### config.mk
export PLATFORM = sky130hd
export DESIGN_NAME = psu_guard
export DESIGN_NICKNAME = d
export VERILOG_FILES = /design/src/rtl/psu_guard_pkg.sv /design/src/rtl/psu_guard_dwell.sv /design/src/rtl/psu_guard_trip.sv /design/src/rtl/psu_guard.sv
export SDC_FILE = /design/constraint.sdc
export NUM_CORES = 1
export LEC_CHECK = 0
export BUFFER_PORTS_ARGS = -buffer_cell sky130_fd_sc_hd__buf_4
export CORE_MARGIN = 2
export CORE_UTILIZATION = 45
export DETAILED_ROUTE_END_ITERATION = 8
export GPL_TIMING_DRIVEN = 0
export PLACE_DENSITY = 0.62
export SLEW_MARGIN = 5
export SYNTH_ARGS = -nofsm -noshare
export SYNTH_HDL_FRONTEND = slang
export SYNTH_SLANG_ARGS = --single-unit
### constraint.sdc
create_clock -name clk -period 1.6 [get_ports clk]
set_input_delay 0.24 -clock clk [delete_from_list [all_inputs] [get_ports clk]]
set_output_delay 0.24 -clock clk [all_outputs]
set_load 0.03 [all_outputs]
### src/rtl/psu_guard_pkg.sv
package psu_guard_pkg;

  typedef enum logic [2:0] {
    FC_NONE = 3'd0,
    FC_OVL  = 3'd1,
    FC_OVV  = 3'd2,
    FC_HOT  = 3'd3,
    FC_EXT  = 3'd4
  } fault_e;

  localparam int NFAULT = 4;
  localparam int IDX_OVL = 0;
  localparam int IDX_OVV = 1;
  localparam int IDX_HOT = 2;
  localparam int IDX_EXT = 3;

  function automatic fault_e encode_fault(input logic [NFAULT-1:0] held);
    if (held[IDX_EXT])      return FC_EXT;
    else if (held[IDX_HOT]) return FC_HOT;
    else if (held[IDX_OVV]) return FC_OVV;
    else if (held[IDX_OVL]) return FC_OVL;
    else                    return FC_NONE;
  endfunction

endpackage

### src/rtl/psu_guard_dwell.sv
// Counts consecutive cycles of a level, saturating at LIMIT.
module psu_guard_dwell #(
  parameter int LIMIT = 8
) (
  input  logic clk,
  input  logic rst,
  input  logic level,
  output logic reached
);
  localparam int W = $clog2(LIMIT + 1);

  logic [W-1:0] cnt;

  always_ff @(posedge clk) begin
    if (rst || !level) cnt <= '0;
    else if (cnt != W'(LIMIT)) cnt <= cnt + 1'b1;
  end

  assign reached = (cnt == W'(LIMIT));
endmodule

### src/rtl/psu_guard_trip.sv
// One protection latch: set has priority over release.
module psu_guard_trip (
  input  logic clk,
  input  logic rst,
  input  logic set,
  input  logic rel,
  output logic q,
  output logic nxt
);
  always_comb begin
    if (set)      nxt = 1'b1;
    else if (rel) nxt = 1'b0;
    else          nxt = q;
  end

  always_ff @(posedge clk) begin
    if (rst) q <= 1'b0;
    else     q <= nxt;
  end
endmodule

### src/rtl/psu_guard.sv
module psu_guard
  import psu_guard_pkg::*;
#(
  parameter bit LATCH_MODE = 1'b0,
  parameter int OLP_DLY    = 2_250_000,
  parameter int VERIFY_CYC = 12_500_000
) (
  input  logic       clk,
  input  logic       rst,
  input  logic       vcc_on,
  input  logic       vcc_uv,
  input  logic       vcc_dl,
  input  logic       vcc_ov,
  input  logic       fb_ovl,
  input  logic       hot,
  input  logic       ext_req,
  output logic       gate_en,
  output logic       hv_en,
  output logic [2:0] fault_code
);

  logic run_q, run_n, run_rise, run_fall;
  logic ovl_reached, win_done, ovl_expire;
  logic [NFAULT-1:0] set_v, rel_v, held_q, held_n;

  // supply sequencing with hysteresis between start and stop levels
  always_comb begin
    if (run_q) run_n = !vcc_uv;
    else       run_n = vcc_on && !vcc_uv;
  end
  assign run_rise = !run_q && run_n;
  assign run_fall = run_q && !run_n;

  always_ff @(posedge clk) begin
    if (rst) run_q <= 1'b0;
    else     run_q <= run_n;
  end

  psu_guard_dwell #(.LIMIT(OLP_DLY)) u_ovl_timer (
    .clk(clk), .rst(rst), .level(run_q && fb_ovl), .reached(ovl_reached)
  );

  psu_guard_dwell #(.LIMIT(VERIFY_CYC)) u_verify_win (
    .clk(clk), .rst(rst), .level(run_q), .reached(win_done)
  );

  assign ovl_expire = run_q && fb_ovl && ovl_reached;

  assign set_v[IDX_OVL] = ovl_expire;
  assign set_v[IDX_OVV] = run_q && vcc_ov;
  assign set_v[IDX_HOT] = run_q && hot;
  assign set_v[IDX_EXT] = run_q && win_done && ext_req;
  assign rel_v[IDX_EXT] = vcc_dl;

  generate
    if (LATCH_MODE) begin : g_latch
      assign rel_v[IDX_OVL] = vcc_dl;
      assign rel_v[IDX_OVV] = vcc_dl;
      assign rel_v[IDX_HOT] = vcc_dl;
    end else begin : g_auto
      logic half_q;
      always_ff @(posedge clk) begin
        if (rst || set_v[IDX_OVL])          half_q <= 1'b0;
        else if (held_q[IDX_OVL] && run_fall) half_q <= ~half_q;
      end
      assign rel_v[IDX_OVL] = held_q[IDX_OVL] && half_q && run_fall;
      assign rel_v[IDX_OVV] = run_rise;
      assign rel_v[IDX_HOT] = !hot;
    end
  endgenerate

  for (genvar i = 0; i < NFAULT; i++) begin : g_trip
    psu_guard_trip u_trip (
      .clk(clk), .rst(rst), .set(set_v[i]), .rel(rel_v[i]),
      .q(held_q[i]), .nxt(held_n[i])
    );
  end

  // registered outputs taken from next state
  always_ff @(posedge clk) begin
    if (rst) begin
      gate_en    <= 1'b0;
      hv_en      <= 1'b1;
      fault_code <= FC_NONE;
    end else begin
      gate_en    <= run_n && (held_n == '0);
      hv_en      <= !run_n;
      fault_code <= encode_fault(held_n);
    end
  end

endmodule

==> results.sh <==
export IMPL_status="finished, violations left"
export IMPL_violations="negative setup slack"
export IMPL_cts_hold_fix_buffers=0
export IMPL_rsz0062_at_grt="yes"
export IMPL_yosysSeqAreaShare_pct=40.43
export IMPL_clk_pin_slew_ns=0.10
export IMPL_coreArea_um2=5921
export IMPL_gr_total_overflow=0
export IMPL_drc=0
export IMPL_crit_type="register to register"
export IMPL_p_per_area_nw_per_um2=620.4
export IMPL_cpLargestDelayFamily="simple AND/OR/NAND/NOR gates"
export IMPL_io_pins=14
export IMPL_drtIter0Drc=110
export IMPL_finalMaxSlewViolations=0
export IMPL_cpPeakStageDelay_ns=0.51
export IMPL_dp_hpwl_um=4088
export IMPL_critPathArrivalTime_ns=1.85
export IMPL_vias_per_cell=5.712
export IMPL_hold_path_class="input pin to register"
export IMPL_cap_violations=0
export IMPL_post_dp_cell_area_um2=2972
export IMPL_cts_root_buffer="clkbuf_8"
export IMPL_finalPower_w=0.002218
export IMPL_critical_path_peak_fanout=7
export IMPL_grt_pass1_vias=2221
export IMPL_grt_max_degree=16
export IMPL_globalplace_congestion=0.7806
export IMPL_floorplan_initialDensity_pct=46.83
export IMPL_cts_buffers=5
export IMPL_busiest_layer="met2"
export IMPL_firstDrtPassIters=4
export IMPL_rr_worst_depth=5
export IMPL_path_buf_inv=1
export IMPL_min_period_over_period_pct=100.9
export IMPL_hold_violations=0
export IMPL_cp_slowest_cell="or4_1"
export IMPL_stdcell_count=431
export IMPL_ys_flop_type="dfxtp_1"
export IMPL_cp_required_ns=1.84
export IMPL_clock_latency_ns=0.31
export IMPL_synth_async_sr_flop_share_pct=0
export IMPL_synth_nets=330
export IMPL_critPathLaunchType="register"
export IMPL_grt_pass1_wl_um=10190
export IMPL_p_leak_nw=1.193
export IMPL_clk_path_buf_depth=2
export IMPL_fin_crit_ns=1.614
export IMPL_use_met2_pct=29.60
export IMPL_tightest_slew_ns=0.5117
export IMPL_clkSinkCount=56
export IMPL_syn_avg_cell_area_um2=8.747
export IMPL_fp_dieH_um=82.50
export IMPL_drt_total_wl_um=6428
export IMPL_critPathCaptureType="register"
export IMPL_wire_per_inst_um=14.91
export IMPL_layout_drive_gt1_share_pct=34.55
export IMPL_die_w_um=82.50
export IMPL_fin_area_um2=3575
export IMPL_antenna_found_initial=0
export IMPL_synth_cell_types=44
export IMPL_r2r_slack_ns=-0.01
export IMPL_place_inst=405
export IMPL_crit_cells=5
export IMPL_grt_util_met1_pct=27.19
export IMPL_num_vias=2462
export IMPL_peakVddDrop_mv=0.5077
export IMPL_fin_ws_ns=-0.01423
export IMPL_core_rowCount=28
export IMPL_grtUsageMet3_pct=3.152
export IMPL_syn_inst=317
export IMPL_dieArea_um2=6805
export IMPL_ys_ff_latch=56
export IMPL_fin_skew_ns=0.004547
export IMPL_yosys_warnings=0
export IMPL_slew_headroom_pct=65.89
export IMPL_setup_viol=2
export IMPL_syn2layout_area_growth_pct=28.93
export IMPL_clock_fmax_ghz=0.6195
export IMPL_cts_tree="built"
export IMPL_track_usage_pct=19.17
export IMPL_antennaDiodeCount=0
export IMPL_ant_nets=0
export IMPL_ctsHtreeMaxLevel=2
export IMPL_synth_edf_count=0
export IMPL_path_cells="and4_4 -> buf_12 -> nand3_4 -> or4_1 -> a21oi_1"
export IMPL_finalNetCount=369
export IMPL_synth_area_um2=2773
export IMPL_hold_path_depth=2
export IMPL_io_buffers=13
## metrics by stage
step                setup TNS, ns  hold slack [ns]  util, %  setup slack (ns)
detailed placement         -6.016           0.4684    50.19           -0.3342
global route              -0.4928           0.1619    60.38          -0.07951
global placement           -5.531           0.4623    50.19           -0.3166
CTS                      -0.02926           0.1529    56.26          -0.01803
floorplan                       0           0.3434        -           0.01555
finish                   -0.02098           0.1601    60.38          -0.01423
## layout make-up
cell class / instances / area [um^2]
inverters: 8 / 32.53
multi-input cells: 234 / 1777
clock inverters: 1 / 5.005
plain buffers: 15 / 115.1
well taps: 75 / 93.84
clock buffers: 6 / 72.57
flip-flops and latches: 56 / 1195
fillers: 512 / 2346
repair buffers: 36 / 284.0
## where the power goes
group / internal (W) / leakage [nW] / total (W) / switching [W]
clock network: 0.000300 / 0.0410 / 0.000755 / 0.000455
logic: 0.0000349 / 0.681 / 0.0000779 / 0.0000430
registers: 0.00138 / 0.471 / 0.00138 / 0.00000821
total: 0.00171 / 1.19 / 0.00222 / 0.000506
## cell families after synthesis
kind of cell | count (synthesis) | share of synthesized area (%)
DFF | 56 | 40.43
muxes | 2 | 0.7671
adders and majority gates | 4 | 1.805
AOI/OAI and AO/OA | 58 | 13.63
and+or+nand+nor | 150 | 32.72
xor gates and xnor gates | 20 | 6.317
buffers and inverters | 27 | 4.332
## synthesized netlist by cell type (all sizes together) (6+ instances only)
master | n | area share (%)
a21oi | 24 | 4.3
and3 | 6 | 1.4
and4 | 11 | 3.5
buf | 11 | 2.2
clkbuf | 8 | 1.1
dfxtp | 56 | 40
inv | 8 | 1.1
nand2 | 18 | 2.4
nand3 | 18 | 3.8
nand4 | 16 | 3.6
nor2 | 26 | 3.5
nor3 | 9 | 1.6
nor4b | 6 | 1.9
o21ai | 9 | 1.6
o31ai | 12 | 3.2
or4 | 13 | 3.7
xor2 | 16 | 5.1
## cells in the final DEF, fill, tap and decap left out, types with 4 or more instances in the layout
cell,synthesis,layout
clkbuf_8,0,5
nand4_1,16,16
a21oi_2,0,5
dfxtp_2,0,14
a21oi_1,24,19
nand3_1,15,13
nand2b_1,5,5
nand2_1,18,17
inv_1,8,5
clkbuf_1,8,5
or4_1,12,9
nor3_1,9,9
nor4b_4,0,4
or3_1,5,5
nor2_1,26,26
and4_1,11,5
or4_4,1,4
and3_1,6,4
dfxtp_1,56,27
o31ai_1,12,12
nor2b_1,4,4
o21ai_0,8,8
xnor2_1,4,4
dfxtp_4,0,15
and4_4,0,6
buf_4,2,36
xor2_1,16,16
buf_6,0,7
nand3_4,0,4
## state kept, by name, indices dropped and copies added, names as in the netlist
register	cells
run_q	1
u_verify_win.cnt	24
hv_en	1
g_auto.half_q	1
fault_code	2
u_ovl_timer.cnt	22
g_trip.u_trip.q	4
gate_en	1
## timing repair
item	CTS	global route
buffers inserted	11	11
cloned	0	1
pin swaps	11	24
hold endpoints to repair	0	0
gates resized for setup	61	58
endpoints found under the setup margin	36	48
## layer usage
| layer | part of all wire [%] | routed length, um | vias to the layer above |
|---|---|---|---|
| met5 | 0 | 0 | - |
| met4 | 1.3 | 83 | 0 |
| met3 | 2.7 | 171 | 10 |
| met2 | 46 | 2971 | 34 |
| met1 | 50 | 3201 | 1157 |
| li1 | - | - | 1261 |
## path summary, 6_finish.rpt
kind | from | endpoint
setup / recovery | u_verify_win.cnt[4]$_SDFFE_PP0P_ | u_verify_win.cnt[18]$_SDFFE_PP0P_
setup reg to reg | u_verify_win.cnt[4]$_SDFFE_PP0P_ | u_verify_win.cnt[18]$_SDFFE_PP0P_
hold / removal | vcc_uv | run_q$_SDFF_PP0_
hold reg to reg | u_verify_win.cnt[21]$_SDFFE_PP0P_ | u_verify_win.cnt[21]$_SDFFE_PP0P_
Note: power is estimated with default switching activity, not from simulation.
